[src/rtl/key_scan_pkg.sv]
package key_scan_pkg;

    typedef enum logic [1:0] {
        SEQ_START = 2'd0,
        SEQ_PICK  = 2'd1,
        SEQ_WAIT  = 2'd2
    } seq_state_e;

endpackage

[src/rtl/key_scan_cfg.sv]
module key_scan_cfg #(
    parameter int N        = 24,
    parameter int BW       = 8,
    parameter int MAX_KEYS = 16,
    parameter int BL_RESET = 16
) (
    input  logic            clk,
    input  logic            rst_n,
    input  logic            load_i,
    input  logic [N-1:0]    en_i,
    input  logic [N*BW-1:0] bl_i,
    input  logic            commit_i,
    output logic [N-1:0]    act_en_o,
    output logic [N*BW-1:0] act_bl_o,
    output logic            reject_o
);

    function automatic logic [N-1:0] reset_mask();
        logic [N-1:0] m;
        for (int k = 0; k < N; k++) begin
            m[k] = (k < MAX_KEYS);
        end
        return m;
    endfunction

    localparam logic [N-1:0]    RST_EN = reset_mask();
    localparam logic [N*BW-1:0] RST_BL = {N{BW'(BL_RESET)}};

    typedef struct packed {
        logic [N-1:0]    pend_en;
        logic [N*BW-1:0] pend_bl;
        logic [N-1:0]    act_en;
        logic [N*BW-1:0] act_bl;
        logic            rej;
    } cfg_st_t;

    cfg_st_t cfg_d, cfg_q;
    logic    over_cap;

    assign over_cap = ($countones(en_i) > MAX_KEYS);

    always_comb begin
        cfg_d     = cfg_q;
        cfg_d.rej = 1'b0;
        if (commit_i) begin
            cfg_d.act_en = cfg_q.pend_en;
            cfg_d.act_bl = cfg_q.pend_bl;
        end
        if (load_i) begin
            if (over_cap) begin
                cfg_d.rej = 1'b1;
            end else begin
                cfg_d.pend_en = en_i;
                cfg_d.pend_bl = bl_i;
            end
        end
    end

    always_ff @(posedge clk) begin
        if (!rst_n) begin
            cfg_q.pend_en <= RST_EN;
            cfg_q.pend_bl <= RST_BL;
            cfg_q.act_en  <= RST_EN;
            cfg_q.act_bl  <= RST_BL;
            cfg_q.rej     <= 1'b0;
        end else begin
            cfg_q <= cfg_d;
        end
    end

    assign act_en_o = cfg_q.act_en;
    assign act_bl_o = cfg_q.act_bl;
    assign reject_o = cfg_q.rej;

    // an oversized load is refused and the pending bank is untouched
    a_r6_reject_oversize: assert property (@(posedge clk) disable iff (!rst_n)
        (load_i && over_cap) |=> (reject_o && $stable(cfg_q.pend_en) && $stable(cfg_q.pend_bl)));

    // the active bank changes only on a commit
    a_r8_commit_only: assert property (@(posedge clk) disable iff (!rst_n)
        !commit_i |=> ($stable(act_en_o) && $stable(act_bl_o)));

    // the active enable count stays within the cap
    a_r10_cap: assert property (@(posedge clk) disable iff (!rst_n)
        $countones(act_en_o) <= MAX_KEYS);

endmodule

[src/rtl/key_scan_pick.sv]
module key_scan_pick #(
    parameter int N     = 24,
    parameter int BW    = 8,
    parameter int NUM_X = 8,
    parameter int KW    = 5,
    parameter int XW    = 3,
    parameter int YW    = 2
) (
    input  logic [N-1:0]    mask_i,
    input  logic [N*BW-1:0] bl_i,
    input  logic [KW-1:0]   from_i,
    output logic            found_o,
    output logic [KW-1:0]   idx_o,
    output logic [XW-1:0]   x_o,
    output logic [YW-1:0]   y_o,
    output logic [BW-1:0]   bl_o
);

    // Lowest enabled key at or above from_i; the descending walk lets the lowest win.
    always_comb begin
        found_o = 1'b0;
        idx_o   = '0;
        x_o     = '0;
        y_o     = '0;
        bl_o    = '0;
        for (int k = N - 1; k >= 0; k--) begin
            if (mask_i[k] && (k >= int'(from_i))) begin
                found_o = 1'b1;
                idx_o   = KW'(k);
                x_o     = XW'(k % NUM_X);
                y_o     = YW'(k / NUM_X);
                bl_o    = bl_i[k*BW +: BW];
            end
        end
    end

endmodule

[src/rtl/key_scan_ctrl.sv]
module key_scan_ctrl
    import key_scan_pkg::*;
#(
    parameter int N     = 24,
    parameter int BW    = 8,
    parameter int NUM_X = 8,
    parameter int KW    = 5,
    parameter int XW    = 3,
    parameter int YW    = 2
) (
    input  logic          clk,
    input  logic          rst_n,
    input  logic          burst_done_i,
    input  logic [N-1:0]  act_en_i,
    input  logic          pick_found_i,
    input  logic [KW-1:0] pick_idx_i,
    input  logic [XW-1:0] pick_x_i,
    input  logic [YW-1:0] pick_y_i,
    input  logic [BW-1:0] pick_bl_i,
    output logic          commit_o,
    output logic [KW-1:0] scan_from_o,
    output logic          req_o,
    output logic [KW-1:0] key_o,
    output logic [XW-1:0] x_o,
    output logic [YW-1:0] y_o,
    output logic [BW-1:0] bl_o,
    output logic          done_o
);

    typedef struct packed {
        seq_state_e    state;
        logic [KW-1:0] idx;
        logic [KW-1:0] key;
        logic [XW-1:0] x;
        logic [YW-1:0] y;
        logic [BW-1:0] bl;
        logic          req;
        logic          done;
        logic          seen;
    } seq_st_t;

    seq_st_t seq_d, seq_q;

    always_comb begin
        seq_d      = seq_q;
        seq_d.done = 1'b0;
        unique case (seq_q.state)
            SEQ_START: begin
                seq_d.state = SEQ_PICK;
                seq_d.idx   = '0;
            end
            SEQ_PICK: begin
                if (pick_found_i) begin
                    seq_d.state = SEQ_WAIT;
                    seq_d.key   = pick_idx_i;
                    seq_d.x     = pick_x_i;
                    seq_d.y     = pick_y_i;
                    seq_d.bl    = pick_bl_i;
                    seq_d.req   = 1'b1;
                    seq_d.seen  = 1'b1;
                end else begin
                    seq_d.state = SEQ_START;
                    seq_d.done  = seq_q.seen;
                    seq_d.seen  = 1'b0;
                    seq_d.idx   = '0;
                end
            end
            SEQ_WAIT: begin
                if (burst_done_i) begin
                    seq_d.req   = 1'b0;
                    seq_d.idx   = seq_q.key + 1'b1;
                    seq_d.state = SEQ_PICK;
                end
            end
            default: seq_d.state = SEQ_START;
        endcase
    end

    always_ff @(posedge clk) begin
        if (!rst_n) begin
            seq_q.state <= SEQ_START;
            seq_q.idx   <= '0;
            seq_q.key   <= '0;
            seq_q.x     <= '0;
            seq_q.y     <= '0;
            seq_q.bl    <= '0;
            seq_q.req   <= 1'b0;
            seq_q.done  <= 1'b0;
            seq_q.seen  <= 1'b0;
        end else begin
            seq_q <= seq_d;
        end
    end

    assign commit_o    = (seq_q.state == SEQ_START);
    assign scan_from_o = seq_q.idx;
    assign req_o       = seq_q.req;
    assign key_o       = seq_q.key;
    assign x_o         = seq_q.x;
    assign y_o         = seq_q.y;
    assign bl_o        = seq_q.bl;
    assign done_o      = seq_q.done;

    // line selects agree with the key number
    a_r1_key_lines: assert property (@(posedge clk) disable iff (!rst_n)
        req_o |-> (int'(key_o) == int'(y_o) * NUM_X + int'(x_o)));

    // only keys enabled in the active bank are launched
    a_r2_enabled_only: assert property (@(posedge clk) disable iff (!rst_n)
        req_o |-> act_en_i[key_o]);

    // request and its fields hold until done
    a_r3_hold: assert property (@(posedge clk) disable iff (!rst_n)
        (req_o && !burst_done_i) |=> (req_o && $stable(key_o) && $stable(x_o)
                                      && $stable(y_o) && $stable(bl_o)));

    // request drops after the done is accepted
    a_r3_release: assert property (@(posedge clk) disable iff (!rst_n)
        (req_o && burst_done_i) |=> !req_o);

    // end-of-cycle is a single pulse, never alongside a request
    a_r5_pulse: assert property (@(posedge clk) disable iff (!rst_n)
        done_o |=> !done_o);
    a_r5_no_overlap: assert property (@(posedge clk) disable iff (!rst_n)
        done_o |-> !req_o);

    // nothing is requested while the active bank is empty
    a_r9_idle: assert property (@(posedge clk) disable iff (!rst_n)
        (act_en_i == '0) |-> !req_o);

endmodule

[src/rtl/key_scan_seq.sv]
module key_scan_seq #(
    parameter int NUM_X    = 8,
    parameter int NUM_Y    = 3,
    parameter int BL_W     = 8,
    parameter int MAX_KEYS = 16,
    parameter int BL_RESET = 16,
    localparam int NUM_KEYS = NUM_X * NUM_Y,
    localparam int KEY_W    = $clog2(NUM_KEYS + 1),
    localparam int X_W      = (NUM_X > 1) ? $clog2(NUM_X) : 1,
    localparam int Y_W      = (NUM_Y > 1) ? $clog2(NUM_Y) : 1
) (
    input  logic                     clk,
    input  logic                     rst_n,
    input  logic                     cfg_load,
    input  logic [NUM_KEYS-1:0]      cfg_key_en,
    input  logic [NUM_KEYS*BL_W-1:0] cfg_burst_len,
    output logic                     cfg_rejected,
    output logic                     start_burst,
    input  logic                     burst_done,
    output logic [KEY_W-1:0]         key_idx,
    output logic [X_W-1:0]           x_sel,
    output logic [Y_W-1:0]           y_sel,
    output logic [BL_W-1:0]          burst_len,
    output logic                     scan_done
);

    logic [NUM_KEYS-1:0]      act_en;
    logic [NUM_KEYS*BL_W-1:0] act_bl;
    logic                     commit;
    logic [KEY_W-1:0]         scan_from;
    logic                     pick_found;
    logic [KEY_W-1:0]         pick_idx;
    logic [X_W-1:0]           pick_x;
    logic [Y_W-1:0]           pick_y;
    logic [BL_W-1:0]          pick_bl;

    key_scan_cfg #(
        .N        (NUM_KEYS),
        .BW       (BL_W),
        .MAX_KEYS (MAX_KEYS),
        .BL_RESET (BL_RESET)
    ) u_cfg (
        .clk      (clk),
        .rst_n    (rst_n),
        .load_i   (cfg_load),
        .en_i     (cfg_key_en),
        .bl_i     (cfg_burst_len),
        .commit_i (commit),
        .act_en_o (act_en),
        .act_bl_o (act_bl),
        .reject_o (cfg_rejected)
    );

    key_scan_pick #(
        .N     (NUM_KEYS),
        .BW    (BL_W),
        .NUM_X (NUM_X),
        .KW    (KEY_W),
        .XW    (X_W),
        .YW    (Y_W)
    ) u_pick (
        .mask_i  (act_en),
        .bl_i    (act_bl),
        .from_i  (scan_from),
        .found_o (pick_found),
        .idx_o   (pick_idx),
        .x_o     (pick_x),
        .y_o     (pick_y),
        .bl_o    (pick_bl)
    );

    key_scan_ctrl #(
        .N     (NUM_KEYS),
        .BW    (BL_W),
        .NUM_X (NUM_X),
        .KW    (KEY_W),
        .XW    (X_W),
        .YW    (Y_W)
    ) u_ctrl (
        .clk          (clk),
        .rst_n        (rst_n),
        .burst_done_i (burst_done),
        .act_en_i     (act_en),
        .pick_found_i (pick_found),
        .pick_idx_i   (pick_idx),
        .pick_x_i     (pick_x),
        .pick_y_i     (pick_y),
        .pick_bl_i    (pick_bl),
        .commit_o     (commit),
        .scan_from_o  (scan_from),
        .req_o        (start_burst),
        .key_o        (key_idx),
        .x_o          (x_sel),
        .y_o          (y_sel),
        .bl_o         (burst_len),
        .done_o       (scan_done)
    );

endmodule

[config.mk]
export PLATFORM = sky130hd
export DESIGN_NAME = key_scan_seq
export DESIGN_NICKNAME = d
export VERILOG_FILES = /design/src/rtl/key_scan_pkg.sv /design/src/rtl/key_scan_cfg.sv /design/src/rtl/key_scan_pick.sv /design/src/rtl/key_scan_ctrl.sv /design/src/rtl/key_scan_seq.sv
export SDC_FILE = /design/constraint.sdc
export NUM_CORES = 1
export LEC_CHECK = 0
export ABC_AREA = 1
export BUFFER_PORTS_ARGS = -buffer_cell sky130_fd_sc_hd__clkbuf_2
export CORE_AREA = 2 2 187 235
export CTS_BUF_LIST = sky130_fd_sc_hd__clkbuf_4 sky130_fd_sc_hd__clkbuf_8
export CTS_CLUSTER_DIAMETER = 100
export DETAILED_ROUTE_END_ITERATION = 8
export DIE_AREA = 0 0 189 237
export HOLD_SLACK_MARGIN = 0.03
export PLACE_DENSITY = 0.75
export REMOVE_ABC_BUFFERS = 1
export SLEW_MARGIN = 20
export SYNTH_ARGS = -nofsm -noshare
export SYNTH_HDL_FRONTEND = slang
export SYNTH_HIERARCHICAL = 1
export SYNTH_SLANG_ARGS = --single-unit
[constraint.sdc]
create_clock -name clk -period 6.6 [get_ports clk]
set_input_delay 1.32 -clock clk [delete_from_list [all_inputs] [get_ports clk]]
set_output_delay 1.32 -clock clk [all_outputs]
set_load 0.02 [all_outputs]
### Yosys cells after proc, flatten, opt, wreduce, memory -nomap -nowiden

Index checks and enable logic that the tools add are counted.
W data, S select, Z words.

* flip-flop bits (word level): 461
* bits of input ports: 220
* output and inout port bits: 21

* $add $sub $neg: 24
* $lt $le $gt $ge: 25
* equality and inequality tests: 5
* muxes and demuxes: 130
* bitwise gates (word level): 3
* reductions and logical operators: 33

Operators by type and width (number)
* $add A32 B32 Y32: 11
* $mux W8: 24
* $mux W5: 25
* $mux W3: 24
* $mux W2: 25
* $ge A4 B5 Y1 const A: 8
* $ge A5 B5 Y1 const A: 8
* $gt A32 B6 Y1 const B: 1
* $mux W1: 28
* $add A1 B1 Y2: 12
* $logic_and A1 B1 Y1: 24
* $ge A3 B5 Y1 const A: 4
* $pmux W5 S3: 1
* $ge A1 B5 Y1 const A: 2
* $ge A2 B5 Y1 const A: 2
* $mux W7: 1
* $ne A2 B2 Y1 const B: 3
* $pmux W2 S3: 1
* $reduce_and A2 Y1: 3
* $reduce_and A3 Y1: 2
* $add A5 B1 Y5 const B: 1
* $not A1 Y1: 3
* $reduce_bool A3 Y1: 1
* $reduce_or A3 Y1: 1
* 5 further kinds: 5

### Depth between registers and ports, before layout

Gate-level depths: netlist of run 1.

* word-level depth: 28
* depth in mapped cells: 33
* depth with buffers taken out: 30

### Modules after synthesis

Netlist of run 1, hierarchy kept.

Modules (own cells, without submodules)
* key_scan_cfg: times used 1, cells each 2563, area each 18909.4 sq um, seq. area each 8668.3 sq um
* key_scan_pick: times used 1, cells each 671, area each 3030.4 sq um, seq. area each 0.0 sq um
* key_scan_ctrl: times used 1, cells each 161, area each 1276.2 sq um, seq. area each 560.5 sq um

### Worst setup path before layout of run 1

Ideal clock, no wire load.

* path kind: input -> register
* from: input cfg_key_en[0]
* to: register u_cfg/cfg_q[217] in the netlist's numbering
* setup time: 0.115 ns
* arrival time: 5.281 ns
* data required time: 6.485 ns
* setup slack: 1.204 ns
* cell stages on the path: 18
* path buffers: 2
* path through: inv_1 -> fa_1 -> fa_1 -> fa_1 -> fa_1 -> fa_1 -> inv_1 -> ha_1 -> inv_1 -> fa_1 -> inv_1 -> a21oi_1 -> o21bai_1 -> nand2_4 -> buf_6 -> buf_4 -> a21oi_1 -> nor2_1

* longest elaborated chain between the ends: 8

Ends and longest elaborated chain
* start: declaration: RTL line key_scan_seq.sv:15 `input logic [NUM_KEYS-1:0] cfg_key_en,`
* $add A1 B1 Y2 (implied by the code): RTL line key_scan_cfg.sv:40 `assign over_cap = ($countones(en_i) > MAX_KEYS);`
* $add A32 B32 Y32 (implied by the code) (4 in a row): RTL line key_scan_cfg.sv:40
* $gt A32 B6 Y1: RTL line key_scan_cfg.sv:40
* $not A1 Y1 (no source line)
* $reduce_and A2 Y1 (no source line)
* end signal: assignment: RTL line key_scan_cfg.sv:67 `cfg_q <= cfg_d;`
* end: declaration: RTL line key_scan_cfg.sv:37 `cfg_st_t cfg_d, cfg_q;`

No other way between the ends.
A chain may end at the register's enable or synchronous reset.

### Final worst setup path of run 1

* from: input cfg_key_en[0]
* to: register u_cfg/cfg_q[333] in the netlist's numbering

Same word-level chain as after synthesis.

==> results of run 1 <==
layer usage:
| layer | global-route usage (%) | vias to the layer above | part of all wire (%) |
|---|---|---|---|
| li1 | - | 10200 | - |
| met1 | 32.8 | 9021 | 45 |
| met2 | 40.9 | 545 | 47 |
| met3 | 3.51 | 96 | 5.7 |
| met4 | 10.4 | 4 | 2.8 |
| met5 | 0 | - | 0.050 |
final cells by class:
| cell class | count | area, um^2 |
|---|---|---|
| Antenna cell | 5 | 12.5 |
| Clock buffer | 122 | 1540 |
| Clock inverter | 12 | 128 |
| Fill cell | 4245 | 18500 |
| Inverter | 312 | 1180 |
| Multi-Input combinational cell | 2168 | 9870 |
| Sequential cell | 461 | 9230 |
| Tap cell | 565 | 707 |
| Timing Repair Buffer | 266 | 1500 |
cells by family (layout without fill, tap and decap cells):
logic type	after synthesis	after routing	share of synthesized area (%)
buffers and inverters	766	712	17.8
AOI/OAI and AO/OA	472	472	10.6
DFF	461	461	39.8
adders and majority gates	24	24	1.84
xor gates and xnor gates	1	1	0.0377
other	0	5	0
and+or+nand+nor	1671	1671	29.9
metrics by stage:
step           cell area, um^2  std cells
5_1_grt                  24200       3911
3_5_place_dp             22500       3772
6_report                 24200       3911
3_3_place_gp             22500       3772
4_1_cts                  24200       3906
2_1_floorplan            20300       2941
power by group through the flow:
stage / registers (mW) / logic (mW) / clock network (mW)
after global routing: 4.29 / 4.84 / 2.88
after global placement: 4.22 / 4.17 / 0
after floorplan: 4.10 / 3.07 / 0
after CTS: 4.18 / 4.26 / 2.75
final: 4.19 / 4.27 / 2.70
after detailed placement: 4.23 / 4.24 / 0
worst min-delay path by stage:
stage	from	to
final	u_cfg/act_bl_o[124]	u_cfg/act_bl_o[124]
after global routing	u_cfg/act_bl_o[124]	u_cfg/act_bl_o[124]
after CTS	u_cfg/act_bl_o[124]	u_cfg/act_bl_o[124]
after detailed placement	u_cfg/act_bl_o[124]	u_cfg/act_bl_o[124]
after global placement	u_cfg/act_bl_o[116]	u_cfg/act_bl_o[116]
after floorplan	u_cfg/act_bl_o[124]	u_cfg/act_bl_o[124]
state kept, by name, indices dropped and copies added, names as in the netlist:
signal,flops
u_cfg/cfg_q,216
u_cfg/act_bl_o,192
u_cfg/act_en_o,24
u_ctrl/bl_o,8
u_ctrl/key_o,5
u_ctrl/scan_from_o,5
u_ctrl/seq_q,3
u_ctrl/x_o,3
u_ctrl/y_o,2
u_cfg/reject_o,1
u_ctrl/done_o,1
u_ctrl/req_o,1
cell usage in the layout (no fill, tap or decap), drive strengths merged:
cell type / count
nor4: 1
a31oi: 11
dfxtp: 461
and3: 1
nor2: 663
a311oi: 1
o211ai: 2
a21oi: 243
ha: 7
o311ai: 1
o21bai: 2
buf: 28
a211oi: 10
nor3: 13
clkinv: 11
nand2: 606
inv: 307
or2: 23
clkinvlp: 4
diode: 5
bufinv: 2
nand4: 4
o22ai: 2
clkbuf: 360
xnor2: 1
fa: 17
nand3: 360
o21ai: 200
worst register-to-register path, stage by stage, from the launching register on:
cell and delay (ns):
dfxtp_1 0.69, nor2_4 0.10, inv_1 0.08, nor2_1 0.07, nand3_1 0.44, clkinv_1 0.49
nor2_1 0.25, inv_1 0.08, nor2_1 0.13, inv_1 0.07, nor2_1 0.12, nand3_1 0.65
o21ai_1 0.47, nand2_2 0.16, nand2_1 0.09, nand2_1 0.05, nor2_1 0.13
==> flow_summary.toml, run 1 <==
[routing]
dr.pass1.iters = 5
avgViaCountPerCell = 5.08
wl_mm = 56.1
remaining_drc_errors = 0
wire_per_inst_um = 14.4
via_count = 19900
drtAntennaViolNets = 0
drt_iter0_drc = 1389

[critical_path]
cp.depth = 19
slowest_delay_ns = 0.57
critPathSlowestCell = "fa_1"
r2r_slack_ns = 2.50
path_delay_family = "adder cells"
startpoint_type = "input port"
arrival_ns = 6.09
startpoint = "cfg_key_en[0]"
critical_path.n_buffers_inverters = 6
rr_endpoint = "u_ctrl/scan_from_o[2]"
critPathRequiredTime_ns = 7.16
critical_path.cell_chain = "clkbuf_2, inv_1, fa_1, fa_1, fa_1, fa_1, fa_1, inv_1, ha_1, inv_1, fa_1, inv_1, a21oi_1, o21bai_1, nand2_8, nand2_2, buf_4, nand2_1, nand3_1"
worstPathMaxFanout = 35
reg2reg_depth = 16
cp_common_cell = "fa_1"
cp-end-kind = "register"
path_class = "input port to register"
crit_end = "u_cfg/cfg_q[333]"
r2r_start = "u_ctrl/scan_from_o[3]"

[min_path]
hold_path_class = "register to register"
min_path_cells = 2

[power_and_ir_drop]
p_comb_share_pct = 38.3
power_frac_seq_pct = 37.5
p_total_mw = 11.2
ir_worst_vdd_v = 0.000323
sw_frac_of_total_pct = 39.2
p_leak_nw = 11.9
internal-power_mw = 6.79
p_switching_mw = 4.37
clock_power_share_pct = 24.2
power.density_nw_per_um2 = 462

[clocking]
cts_buffers = 75
clkLatencyLatePin_ns = 0.64
cts_tree = "yes"
htreeDepth = 3
clkSinkCount = 461
post-cts-setup-buffers = 0
clk_path_buf_depth = 3
clk_pin_slew_ns = 0.06
hold_buffers = 0
cts_root_buf = "clkbuf_8"
cts_resized = 0

[logic_synthesis]
ys.flop_type = "dfxtp_1"
synth.avg_cell_area_um2 = 6.84
yosysWarningCount = 6
yosysMostFrequentCell = "nor2_1"
synth_top_area_share_pct = 39.8
ys_seq_area_share_pct = 39.8
synth-seq-cells = 461
netlist_area_um2 = 23200
synth.area.top_cells = "dfxtp_1 (40%), nor2_1 (11%), nand2_1 (9.6%)"
synthCells = 3395
synthTopCellsByCount = "nor2_1 (659), nand2_1 (591), dfxtp_1 (461), nand3_1 (353), inv_1 (293)"
async_flop_share_pct = 0
yosys.area.top_type = "dfxtp_1"
synth_cell_types = 43
synth_edf_count = 0

[outcome]
status = "complete, no violations"

[grt]
grt_pass1_wl_mm = 91.7
grt_use_total_pct = 24.9
grt_overflow = 0
antenna_found_initial = 7
grt_max_degree = 159
grt_pass1_vias = 18500

[floorplan]
dieHeight_um = 237
ios = 241
die_w_um = 189
rows = 85
die-area_um2 = 44800
initial_core_util_pct = 54.4
core_area_um2 = 42600

[placed_design]
hpwl_mm = 35.5
place.gp.congestion = 0.801
port_buffers = 240
pre_cts_ws_ns = 0.420

[sta]
maxSlewHeadroom_pct = 27.6
slew_viol_final = 0
max_freq_mhz = 181
finalClockSkew_ns = 0.0204
totalNegativeSetupSlack_ns = 0
finalHoldViolations = 0
setup_ws_ns = 1.06
setup_viol = 0
worstMarginPinSlew_ns = 1.09
rsz0062_at_grt = "false"
post-route-min-period_ns = 5.54
min_period_over_period_pct = 83.9
holdWs_ns = 0.448

[cells_and_area]
drive_gt1_share_pct = 14.1
area_growth_pct = 4.11
utilization_pct = 56.7
layout.nets = 3528

[run]
maxCapViolations = 0
No activity file was read; power rests on OpenSTA's default activity.
==> inputs of run 2 (changes only) <==
- PLACE_DENSITY: 0.75 -> 0.78
- clock period: 6.6 -> 4.88 ns (I/O delays scaled with it)
==> run 2 against run 1 <==
  * The run now ends with negative setup slack left
  * Hold slack improved by 0.0051 ns
  * Non-clock buffer count is 65 higher
  * Via count is 3.3% higher
  * Critical path type unchanged
==> flow_summary.toml, run 2 (synthesis gave the netlist of run 1 again) <==
[floorplan]
dieHeight_um = 237
die-area_um2 = 44800
core_area_um2 = 42600
die_w_um = 189
rows = 85
ios = 241
initial_core_util_pct = 54.4

[routing]
remaining_drc_errors = 0
wl_mm = 60.4
drt_iter0_drc = 1799
via_count = 20500
wire_per_inst_um = 15.2
dr.pass1.iters = 7
avgViaCountPerCell = 5.17
drtAntennaViolNets = 0

[min_path]
min_path_cells = 2
hold_path_class = "register to register"

[sta]
setup_ws_ns = -0.126
worstMarginPinSlew_ns = 1.13
post-route-min-period_ns = 5.01
finalClockSkew_ns = 0.0408
rsz0062_at_grt = "true"
finalHoldViolations = 0
totalNegativeSetupSlack_ns = -10.22
setup_viol = 167
slew_viol_final = 0
min_period_over_period_pct = 103
maxSlewHeadroom_pct = 24.5
holdWs_ns = 0.453
max_freq_mhz = 200

[cells_and_area]
postLayoutCellArea_um2 = 25600
final_cells = 3971
multiInputGateArea_um2 = 10300
drive_gt1_share_pct = 18.2
layout.nets = 3592
utilization_pct = 60.1
nFillCells = 3936
final_cell_mix = "nor2_1 (658), nand2_1 (573), dfxtp_1 (461), nand3_1 (313), inv_1 (285)"
ff_latch_area_um2 = 9230
top_register = "u_cfg/cfg_q"
area_growth_pct = 10.4
layout_commonest_cell = "nor2_1"
largest_reg_flops = 216

[placed_design]
place_area_um2 = 22800
pre_cts_ws_ns = -0.744
port_buffers = 240
hpwl_mm = 36.6
numPlacedInstances = 3798
place.gp.congestion = 0.854

[critical_path]
path_class = "input port to register"
startpoint_type = "input port"
startpoint = "cfg_key_en[15]"
crit_end = "u_cfg/cfg_q[219]"
arrival_ns = 5.53
r2r_slack_ns = 1.10
cp-end-kind = "register"
worstPathMaxFanout = 7
critPathRequiredTime_ns = 5.41
rr_endpoint = "u_ctrl/bl_o[7]"
reg2reg_depth = 24
r2r_start = "u_ctrl/scan_from_o[3]"

[outcome]
violations = "negative setup slack"
status = "finished, violations left"

[clocking]
hold_buffers = 0
clk_path_buf_depth = 3
clkSinkCount = 461
clk_pin_slew_ns = 0.06
cts_buffers = 74
cts_root_buf = "clkbuf_8"
htreeDepth = 3
clkLatencyLatePin_ns = 0.64
cts_tree = "yes"

[power_and_ir_drop]
p_total_mw = 18.1
p_leak_nw = 12.6
ir_worst_vdd_v = 0.000459
power.density_nw_per_um2 = 705

[grt]
grt_use_total_pct = 24.6
antenna_found_initial = 6
grt_pass1_vias = 18400
grt_pass1_wl_mm = 90.3
grt_overflow = 0
grt_max_degree = 154

[run]
maxCapViolations = 0
==> run 2: per-layer routing <==
metal	global-route usage [%]	share of wire, %
met2	40.6	47
met1	31.3	43
met4	11.5	3.8
met5	0	0.045
met3	3.96	5.7
==> run 2: repair_timing <==
| item | in CTS | in global routing |
|---|---|---|
| hold endpoints to repair | 0 | 0 |
| buffers inserted | 1 | 15 |
| endpoints found under the setup margin | 98 | 216 |
| resized for setup | 3 | 147 |
| cloned | 0 | 25 |
| pin swaps | 1 | 55 |
==> run 2: area by class of cell <==
class                      count  area share, %
sequential                   461           36.0
clock buffer                 117           5.70
antenna                        4         0.0390
inverter                     312           4.61
timing repair buffer         331           10.4
clock inverter                13          0.376
multi-input combinational   2168           40.1
tap                          565           2.76
==> run 2: worst min path at each step <==
stage / from / to / slack [ns]
global route: u_cfg/act_bl_o[60] / u_cfg/act_bl_o[60] / 0.47
global placement: u_cfg/act_bl_o[76] / u_cfg/act_bl_o[76] / 0.43
detailed placement: u_cfg/act_bl_o[28] / u_cfg/act_bl_o[28] / 0.44
finish: u_cfg/act_bl_o[124] / u_cfg/act_bl_o[124] / 0.45
CTS: u_cfg/act_bl_o[28] / u_cfg/act_bl_o[28] / 0.46
floorplan: u_cfg/act_bl_o[124] / u_cfg/act_bl_o[124] / 0.42
==> run 2: report_power, final <==
group | switching [mW] | internal (mW) | total, mW | leakage [nW]
clock | 1.53 | 1.95 | 3.48 | 0.837
combinational | 4.70 | 4.15 | 8.85 | 7.90
sequential | 0.722 | 5.01 | 5.73 | 3.82
total | 6.96 | 11.1 | 18.1 | 12.6
==> run 2: worst max-delay path: stages <==
cell and delay, ns:
buf_4 0.12, inv_2 0.04, fa_1 0.50, fa_1 0.57
fa_1 0.45, fa_1 0.55, fa_1 0.41, inv_1 0.07
ha_2 0.18, inv_2 0.04, fa_2 0.51, nand2_1 0.06
a21oi_2 0.11, nand3_2 0.12, nand2_8 0.14, buf_8 0.14
clkbuf_16 0.18, clkbuf_16 0.15, nand3_1 0.06, nand2_1 0.09
nor2_1 0.05
